`src/rtl/mfc_pkg.sv`:
```
// Shared constants and types for the fault capture block.
// Assumes six fault sources indexed in priority order, index 0 highest.
package mfc_pkg;
    localparam int NSRC      = 6;
    localparam int CODE_W    = 4;
    localparam int DOM_W     = 4;

    localparam int SRC_ALIGN = 0;
    localparam int SRC_XEXT  = 1;
    localparam int SRC_XLAT  = 2;
    localparam int SRC_DOM   = 3;
    localparam int SRC_PERM  = 4;
    localparam int SRC_AEXT  = 5;

    localparam logic [CODE_W-1:0] ST_ALIGN    = 4'b0011;
    localparam logic [CODE_W-1:0] ST_XEXT_L1  = 4'b1100;
    localparam logic [CODE_W-1:0] ST_XEXT_L2  = 4'b1110;
    localparam logic [CODE_W-1:0] ST_XLAT_SEC = 4'b0101;
    localparam logic [CODE_W-1:0] ST_XLAT_PG  = 4'b0111;
    localparam logic [CODE_W-1:0] ST_DOM_SEC  = 4'b1001;
    localparam logic [CODE_W-1:0] ST_DOM_PG   = 4'b1011;
    localparam logic [CODE_W-1:0] ST_PERM_SEC = 4'b1101;
    localparam logic [CODE_W-1:0] ST_PERM_PG  = 4'b1111;
    localparam logic [CODE_W-1:0] ST_AEXT_SEC = 4'b1000;
    localparam logic [CODE_W-1:0] ST_AEXT_PG  = 4'b1010;

    localparam logic [1:0] SEL_DFSR = 2'd0;
    localparam logic [1:0] SEL_IFSR = 2'd1;
    localparam logic [1:0] SEL_FAR  = 2'd2;

    typedef struct packed {
        logic [DOM_W-1:0]  dom;
        logic [CODE_W-1:0] code;
    } fsr_t;

    localparam int FSR_W = $bits(fsr_t);
endpackage

```
`src/rtl/mfc_prio.sv`:
```
// Fault ranker and status encoder.
// Picks the lowest-index raised flag and encodes its status and domain.
// Assumes flags are already qualified by the access. This module is purely combinational.
module mfc_prio
    import mfc_pkg::*;
(
    input  logic [NSRC-1:0]  flt_i,
    input  logic             page_i,
    input  logic [DOM_W-1:0] dom_i,
    output logic             hit_o,
    output fsr_t             fsr_o
);
    logic [NSRC-1:0] win;
    logic [CODE_W-1:0] code;
    logic dom_ok;

    // One-hot winner: a flag wins when no higher-priority flag is raised.
    for (genvar i = 0; i < NSRC; i++) begin : g_win
        if (i == 0) begin : g_top
            assign win[i] = flt_i[i];
        end else begin : g_rest
            assign win[i] = flt_i[i] & ~(|flt_i[i-1:0]);
        end
    end

    assign hit_o = |flt_i;

    // Status code and domain-validity lookup for the winning source.
    always_comb begin
        code   = '0;
        dom_ok = 1'b0;
        if (win[SRC_ALIGN]) begin
            code   = ST_ALIGN;
            dom_ok = 1'b0;
        end
        if (win[SRC_XEXT]) begin
            code   = page_i ? ST_XEXT_L2 : ST_XEXT_L1;
            dom_ok = page_i;
        end
        if (win[SRC_XLAT]) begin
            code   = page_i ? ST_XLAT_PG : ST_XLAT_SEC;
            dom_ok = page_i;
        end
        if (win[SRC_DOM]) begin
            code   = page_i ? ST_DOM_PG : ST_DOM_SEC;
            dom_ok = 1'b1;
        end
        if (win[SRC_PERM]) begin
            code   = page_i ? ST_PERM_PG : ST_PERM_SEC;
            dom_ok = 1'b1;
        end
        if (win[SRC_AEXT]) begin
            code   = page_i ? ST_AEXT_PG : ST_AEXT_SEC;
            dom_ok = 1'b1;
        end
    end

    // Record assembly: an invalid domain is written as zero.
    always_comb begin
        fsr_o.code = code;
        fsr_o.dom  = dom_ok ? dom_i : '0;
    end

    // At most one source may win at a time.
    always_comb begin
        assert_one_winner_R2: assert ($onehot0(win));
    end
endmodule

```
`src/rtl/mfc_regs.sv`:
```
// Fault record storage: data status, instruction status and address registers.
// Assumes cap_i is already gated by the strobe and by a fault being present.
module mfc_regs
    import mfc_pkg::*;
#(
    parameter int AW = 32
) (
    input  logic          clk,
    input  logic          rst_n,
    input  logic          cap_i,
    input  logic          is_data_i,
    input  fsr_t          fsr_i,
    input  logic [AW-1:0] addr_i,
    output fsr_t          dfsr_o,
    output fsr_t          ifsr_o,
    output logic [AW-1:0] far_o
);
    // Data-side capture: status and faulting address.
    always_ff @(posedge clk) begin
        if (!rst_n) begin
            dfsr_o <= '0;
            far_o  <= '0;
        end else if (cap_i && is_data_i) begin
            dfsr_o <= fsr_i;
            far_o  <= addr_i;
        end
    end

    // Instruction-side capture: status only.
    always_ff @(posedge clk) begin
        if (!rst_n) begin
            ifsr_o <= '0;
        end else if (cap_i && !is_data_i) begin
            ifsr_o <= fsr_i;
        end
    end

    assert_far_load_R8: assert property (@(posedge clk) disable iff (!rst_n)
        (cap_i && is_data_i) |=> (far_o == $past(addr_i)));
    assert_far_hold_R9: assert property (@(posedge clk) disable iff (!rst_n)
        !(cap_i && is_data_i) |=> $stable(far_o));
    assert_ifsr_hold_R11: assert property (@(posedge clk) disable iff (!rst_n)
        !(cap_i && !is_data_i) |=> $stable(ifsr_o));
    assert_dfsr_hold_R11: assert property (@(posedge clk) disable iff (!rst_n)
        !(cap_i && is_data_i) |=> $stable(dfsr_o));
endmodule

```
`src/rtl/mfc_rdmux.sv`:
```
// Register read selector. Status records are zero-extended to the port width.
// Assumes AW is at least the status record width.
module mfc_rdmux
    import mfc_pkg::*;
#(
    parameter int AW = 32
) (
    input  logic [1:0]    sel_i,
    input  fsr_t          dfsr_i,
    input  fsr_t          ifsr_i,
    input  logic [AW-1:0] far_i,
    output logic [AW-1:0] data_o
);
    localparam int PAD_W = AW - FSR_W;

    // Select one register; the unused code reads zero.
    always_comb begin
        unique case (sel_i)
            SEL_DFSR: data_o = {{PAD_W{1'b0}}, dfsr_i};
            SEL_IFSR: data_o = {{PAD_W{1'b0}}, ifsr_i};
            SEL_FAR:  data_o = far_i;
            default:  data_o = '0;
        endcase
    end
endmodule

```
`src/rtl/mmu_fault_capture.sv`:
```
// Top of the fault capture block. It ranks the fault flags, drives the abort and
// bus-proceed outputs in the strobe cycle, and records the fault on the next edge.
// Assumes the flags, qualifier, domain and address are valid while acc_stb_i is high.
module mmu_fault_capture
    import mfc_pkg::*;
#(
    parameter int AW = 32
) (
    input  logic            clk,
    input  logic            rst_n,
    input  logic            acc_stb_i,
    input  logic            acc_data_i,
    input  logic [NSRC-1:0] flt_i,
    input  logic            page_i,
    input  logic [DOM_W-1:0] dom_i,
    input  logic [AW-1:0]   vaddr_i,
    output logic            abort_o,
    output logic            bus_go_o,
    input  logic [1:0]      rd_sel_i,
    output logic [AW-1:0]   rd_data_o
);
    logic hit;
    fsr_t rec;
    fsr_t dfsr;
    fsr_t ifsr;
    logic [AW-1:0] far;

    mfc_prio u_prio (
        .flt_i  (flt_i),
        .page_i (page_i),
        .dom_i  (dom_i),
        .hit_o  (hit),
        .fsr_o  (rec)
    );

    // Core and bus decisions for the checked access.
    always_comb begin
        abort_o  = acc_stb_i & hit;
        bus_go_o = acc_stb_i & ~hit;
    end

    mfc_regs #(.AW(AW)) u_regs (
        .clk       (clk),
        .rst_n     (rst_n),
        .cap_i     (abort_o),
        .is_data_i (acc_data_i),
        .fsr_i     (rec),
        .addr_i    (vaddr_i),
        .dfsr_o    (dfsr),
        .ifsr_o    (ifsr),
        .far_o     (far)
    );

    mfc_rdmux #(.AW(AW)) u_rdmux (
        .sel_i  (rd_sel_i),
        .dfsr_i (dfsr),
        .ifsr_i (ifsr),
        .far_i  (far),
        .data_o (rd_data_o)
    );

    assert_abort_blocks_bus_R10: assert property (@(posedge clk) disable iff (!rst_n)
        (acc_stb_i && (flt_i != '0)) |-> (abort_o && !bus_go_o));
    assert_data_code_set_R8: assert property (@(posedge clk) disable iff (!rst_n)
        (abort_o && acc_data_i) |=> (dfsr.code != '0));
    assert_instr_code_set_R9: assert property (@(posedge clk) disable iff (!rst_n)
        (abort_o && !acc_data_i) |=> (ifsr.code != '0));
endmodule

```
`config.mk`:
```
export PLATFORM = sky130hd
export DESIGN_NAME = mmu_fault_capture
export DESIGN_NICKNAME = d
export VERILOG_FILES = /design/src/rtl/mfc_pkg.sv /design/src/rtl/mfc_prio.sv /design/src/rtl/mfc_regs.sv /design/src/rtl/mfc_rdmux.sv /design/src/rtl/mmu_fault_capture.sv
export SDC_FILE = /design/constraint.sdc
export NUM_CORES = 1
export LEC_CHECK = 0
export CAP_MARGIN = 40
export CORE_MARGIN = 5
export CORE_UTILIZATION = 40
export CTS_BUF_LIST = sky130_fd_sc_hd__clkbuf_16
export CTS_CLUSTER_DIAMETER = 150
export DETAILED_ROUTE_END_ITERATION = 8
export PLACE_DENSITY = 0.78
export REMOVE_ABC_BUFFERS = 1
export SLEW_MARGIN = 15
export SYNTH_ARGS = -nofsm -noshare
export SYNTH_HDL_FRONTEND = slang
export SYNTH_SLANG_ARGS = --single-unit
```
`constraint.sdc`:
```
create_clock -name clk -period 2.2 [get_ports clk]
set_input_delay 0.66 -clock clk [delete_from_list [all_inputs] [get_ports clk]]
set_output_delay 0.66 -clock clk [all_outputs]
set_load 0.01 [all_outputs]
```
==> results of run 1 <==
==> final cells by class <==
type | instances | area (um^2)
Sequential cell | 48 | 961
Tap cell | 72 | 90.1
Clock buffer | 5 | 125
Multi-Input combinational cell | 201 | 1280
Timing Repair Buffer | 106 | 978
Fill cell | 504 | 2080
Inverter | 1 | 3.75
Clock inverter | 3 | 13.8
==> layout by cell type, fill, tap and decap left out <==
cell type,count
inv_1,1
nor3_4,1
o221a_1,1
or3_4,1
nor2b_4,1
clkbuf_2,1
buf_4,17
buf_6,15
nand3_1,3
o21ai_2,1
clkdlybuf4s50_1,39
clkbuf_16,5
o211ai_1,1
nand2b_1,1
o2111ai_1,2
o221a_2,1
o311a_1,1
o21bai_1,1
and2_4,15
or2_4,1
nand2_1,89
o21ai_1,3
mux2i_1,46
clkinv_2,2
buf_12,3
clkinv_1,1
and2_1,10
nor2b_1,5
dlygate4sd2_1,1
buf_2,27
o311a_2,1
or4_1,1
o22ai_1,8
o21ai_0,7
buf_16,3
dfxtp_1,48
==> report_power, final <==
part	total [uW]	switching (uW)	leakage, uW	internal [uW]
sequential	933	20.4	0.000392	912
combinational	346	150	0.00103	196
clock	711	299	0.0000710	413
==> how the worst min path moves through the flow <==
stage	endpoint	startpoint
4_1_cts	u_regs.far_o[13]	u_regs.far_o[13]
3_3_place_gp	u_regs.far_o[16]	u_regs.far_o[16]
6_report	u_regs.far_o[13]	u_regs.far_o[13]
5_1_grt	u_regs.far_o[0]	u_regs.far_o[0]
3_5_place_dp	u_regs.far_o[13]	u_regs.far_o[13]
2_1_floorplan	u_regs.far_o[10]	u_regs.far_o[10]
==> worst max-delay path, delay by kind of cell <==
kind | cells | cell delay, ns
buffers and inverters | 2 | 0.21
AND/OR/NAND/NOR | 3 | 0.65
==> sequential cells by signal, indices dropped and copies added, names as in the netlist <==
name,flops
u_regs.dfsr_o,8
u_regs.ifsr_o,8
u_regs.far_o,32
==> routing by layer <==
metal	share of wire	vias to the layer above	wire length [um]	GRT usage
li1	-	1086	-	-
met1	0.44	962	2660	0.209
met2	0.48	61	2910	0.275
met3	0.074	4	448	0.0432
met4	0.0038	0	23	0.0259
met5	0	-	0	0
==> through the flow <==
step                      cell area, um^2  cells  worst slack [ns]
after floorplan                      2180    250            -0.419
after CTS                            3490    438         -0.000155
final                                3460    436           0.00925
after global routing                 3460    436           -0.0161
after detailed placement             3270    423            -0.846
after global placement               3270    423            -0.803
==> repair_timing <==
item                                    4_1_cts  5_1_grt
gates cloned                                  3        0
gates resized for setup                     204        5
endpoints found under the setup margin       57       33
setup buffers                                 4        0
endpoints found under the hold margin         0        0
hold buffers                                  0        0
pin swaps                                    17        1
==> logic make-up after synthesis <==
kind of cell | Yosys count | share of synthesized area
buf+inv | 23 | 0.0549
flops | 48 | 0.417
compound gates | 27 | 0.0783
mux | 46 | 0.200
simple gates | 128 | 0.249
==> results by group, run 1 <==
Placement
  • Final HPWL DP: roughly 4000 um
  • GP Congestion: between 0.7 and 0.8
  • PortBufs: around 80

Floorplan
  • DIE AREA: 7370 um^2
  • Core area: 5540 um^2
  • Die Span Y: around 86 um
  • Die width: between 80 and 90 um
  • Rows: 27
  • Initial Util: 0.416
  • Top Ports: between 80 and 90

Critical path
  • Worst R2R Path Depth: 1
  • Critical Path Source: flt_i[3]
  • CP peak stage delay: 0.39 ns
  • R2r setup slk: between 1.5 and 2 ns
  • Crit-path max FO: 2
  • Setup crit end: bus_go_o
  • Data required, critical path: 1.54 ns
  • Reg2reg start: u_regs.ifsr_o[3]
  • Worst setup SP type: input port
  • Worst path arrival time: roughly 1.5 ns
  • WS Path Type: in2out
  • CP cell instances: buf_6 > or3_4 > nor3_4 > and2_1 > buf_2
  • Terminus of the critical flop-to-flop path: u_regs.ifsr_o[3]
  • Critical path's slowest cell: or3_4
  • Worst Setup End Kind: output port

Timing
  • Worst-Margin Slew: between 0.3 and 0.4 ns
  • Relative slew slack: 0.738
  • Highest clock rate: ~460 MHz
  • Sum Neg Setup Slack: 0 ns
  • Hold WS: ~0.45 ns
  • Tmin final: ~2.2 ns
  • Final Setup Violations: 0
  • Final hold violation count: 0
  • Final period util: 0.996
  • Clock Skew: 0 ns
  • Unrepaired setup endpoints after global routing: true
  • Slew Viols, Final: 0

Yosys
  • Synth top area share: 0.417
  • YS warnings: 0
  • EDFF count, synth: 0
  • Main area contributors after synthesis: dfxtp_1, mux2i_1, nand2_1, and2_1, buf_6
  • Top cell type by total area after synthesis: dfxtp_1
  • Main synth FF type: dfxtp_1
  • Synth async-reset ratio: 0
  • Cells after Synth: 272
  • Distinct cells, synth: 23
  • Post-Synthesis Cell Area: ~2300 um^2
  • Top-count cell post-synth: nand2_1
  • Commonest cells post-synth: nand2_1, dfxtp_1, mux2i_1
  • Post-synthesis sequential area ratio: 0.417
  • FF+latch count, synth: 48
  • Syn Area/Cell: 8.46 um^2

Clocking
  • Clock tree from TritonCTS: yes
  • Total CTS buffers: 5
  • H-tree levels: 2
  • Root Buffer: clkbuf_16
  • Clock Latency Late Sink: between 0.2 and 0.3 ns
  • Reg clk slew, reported paths: 0.06 ns
  • Max clock buf depth: 2
  • Clock Sinks: 48

Routing
  • Wirelength, routed: roughly 6000 um
  • DRC Markers: 0
  • Drt pass-1 iters: 4
  • 1st-iter DRT viols: ~130
  • Detail Route Antenna Nets: 0
  • Routed via count: ~2100
  • DR vias/cell: between 4 and 5
  • Routed len/inst: 13.9 um

Pwr
  • P_leak: about 0.0015 uW
  • VDD IR max: about 0.4 mV
  • Pwr Total: around 2000 uW
  • PD cells: 576 nW/um^2

Layout
  • Share of cells above drive strength 1: 0.261
  • Final Util: 0.624
  • Antenna Cells: 0
  • Number of nets in the layout: a little over 400
  • Area grow syn2layout: 50.1%

GRT
  • Grt ovf: 0
  • Overall global routing resource usage: 0.162
  • First-pass GRT wire length: roughly 10000 um
  • Initial antenna violation count: 0
  • Pin count of the biggest net entering global routing: 43
  • Vias in the first global route: ~2000

Run
  • MaxCap Viol Count: 0

Status
  • Run status: complete, no violations

Hold path
  • Worst Hold Class: reg2reg
  • Hold Path Stages: 2
No activity file was read; power rests on OpenSTA's default activity.
==> inputs of run 2 (changes only) <==
--- a/config.mk
+++ b/config.mk
@@ -11,6 +11,7 @@
 export CTS_BUF_LIST = sky130_fd_sc_hd__clkbuf_16
 export CTS_CLUSTER_DIAMETER = 150
 export DETAILED_ROUTE_END_ITERATION = 8
+export HOLD_SLACK_MARGIN = 0.15
 export PLACE_DENSITY = 0.78
 export REMOVE_ABC_BUFFERS = 1
 export SLEW_MARGIN = 15
==> results of run 2 <==
No change in the layout: final DEF, timing and power equal those of run 1.
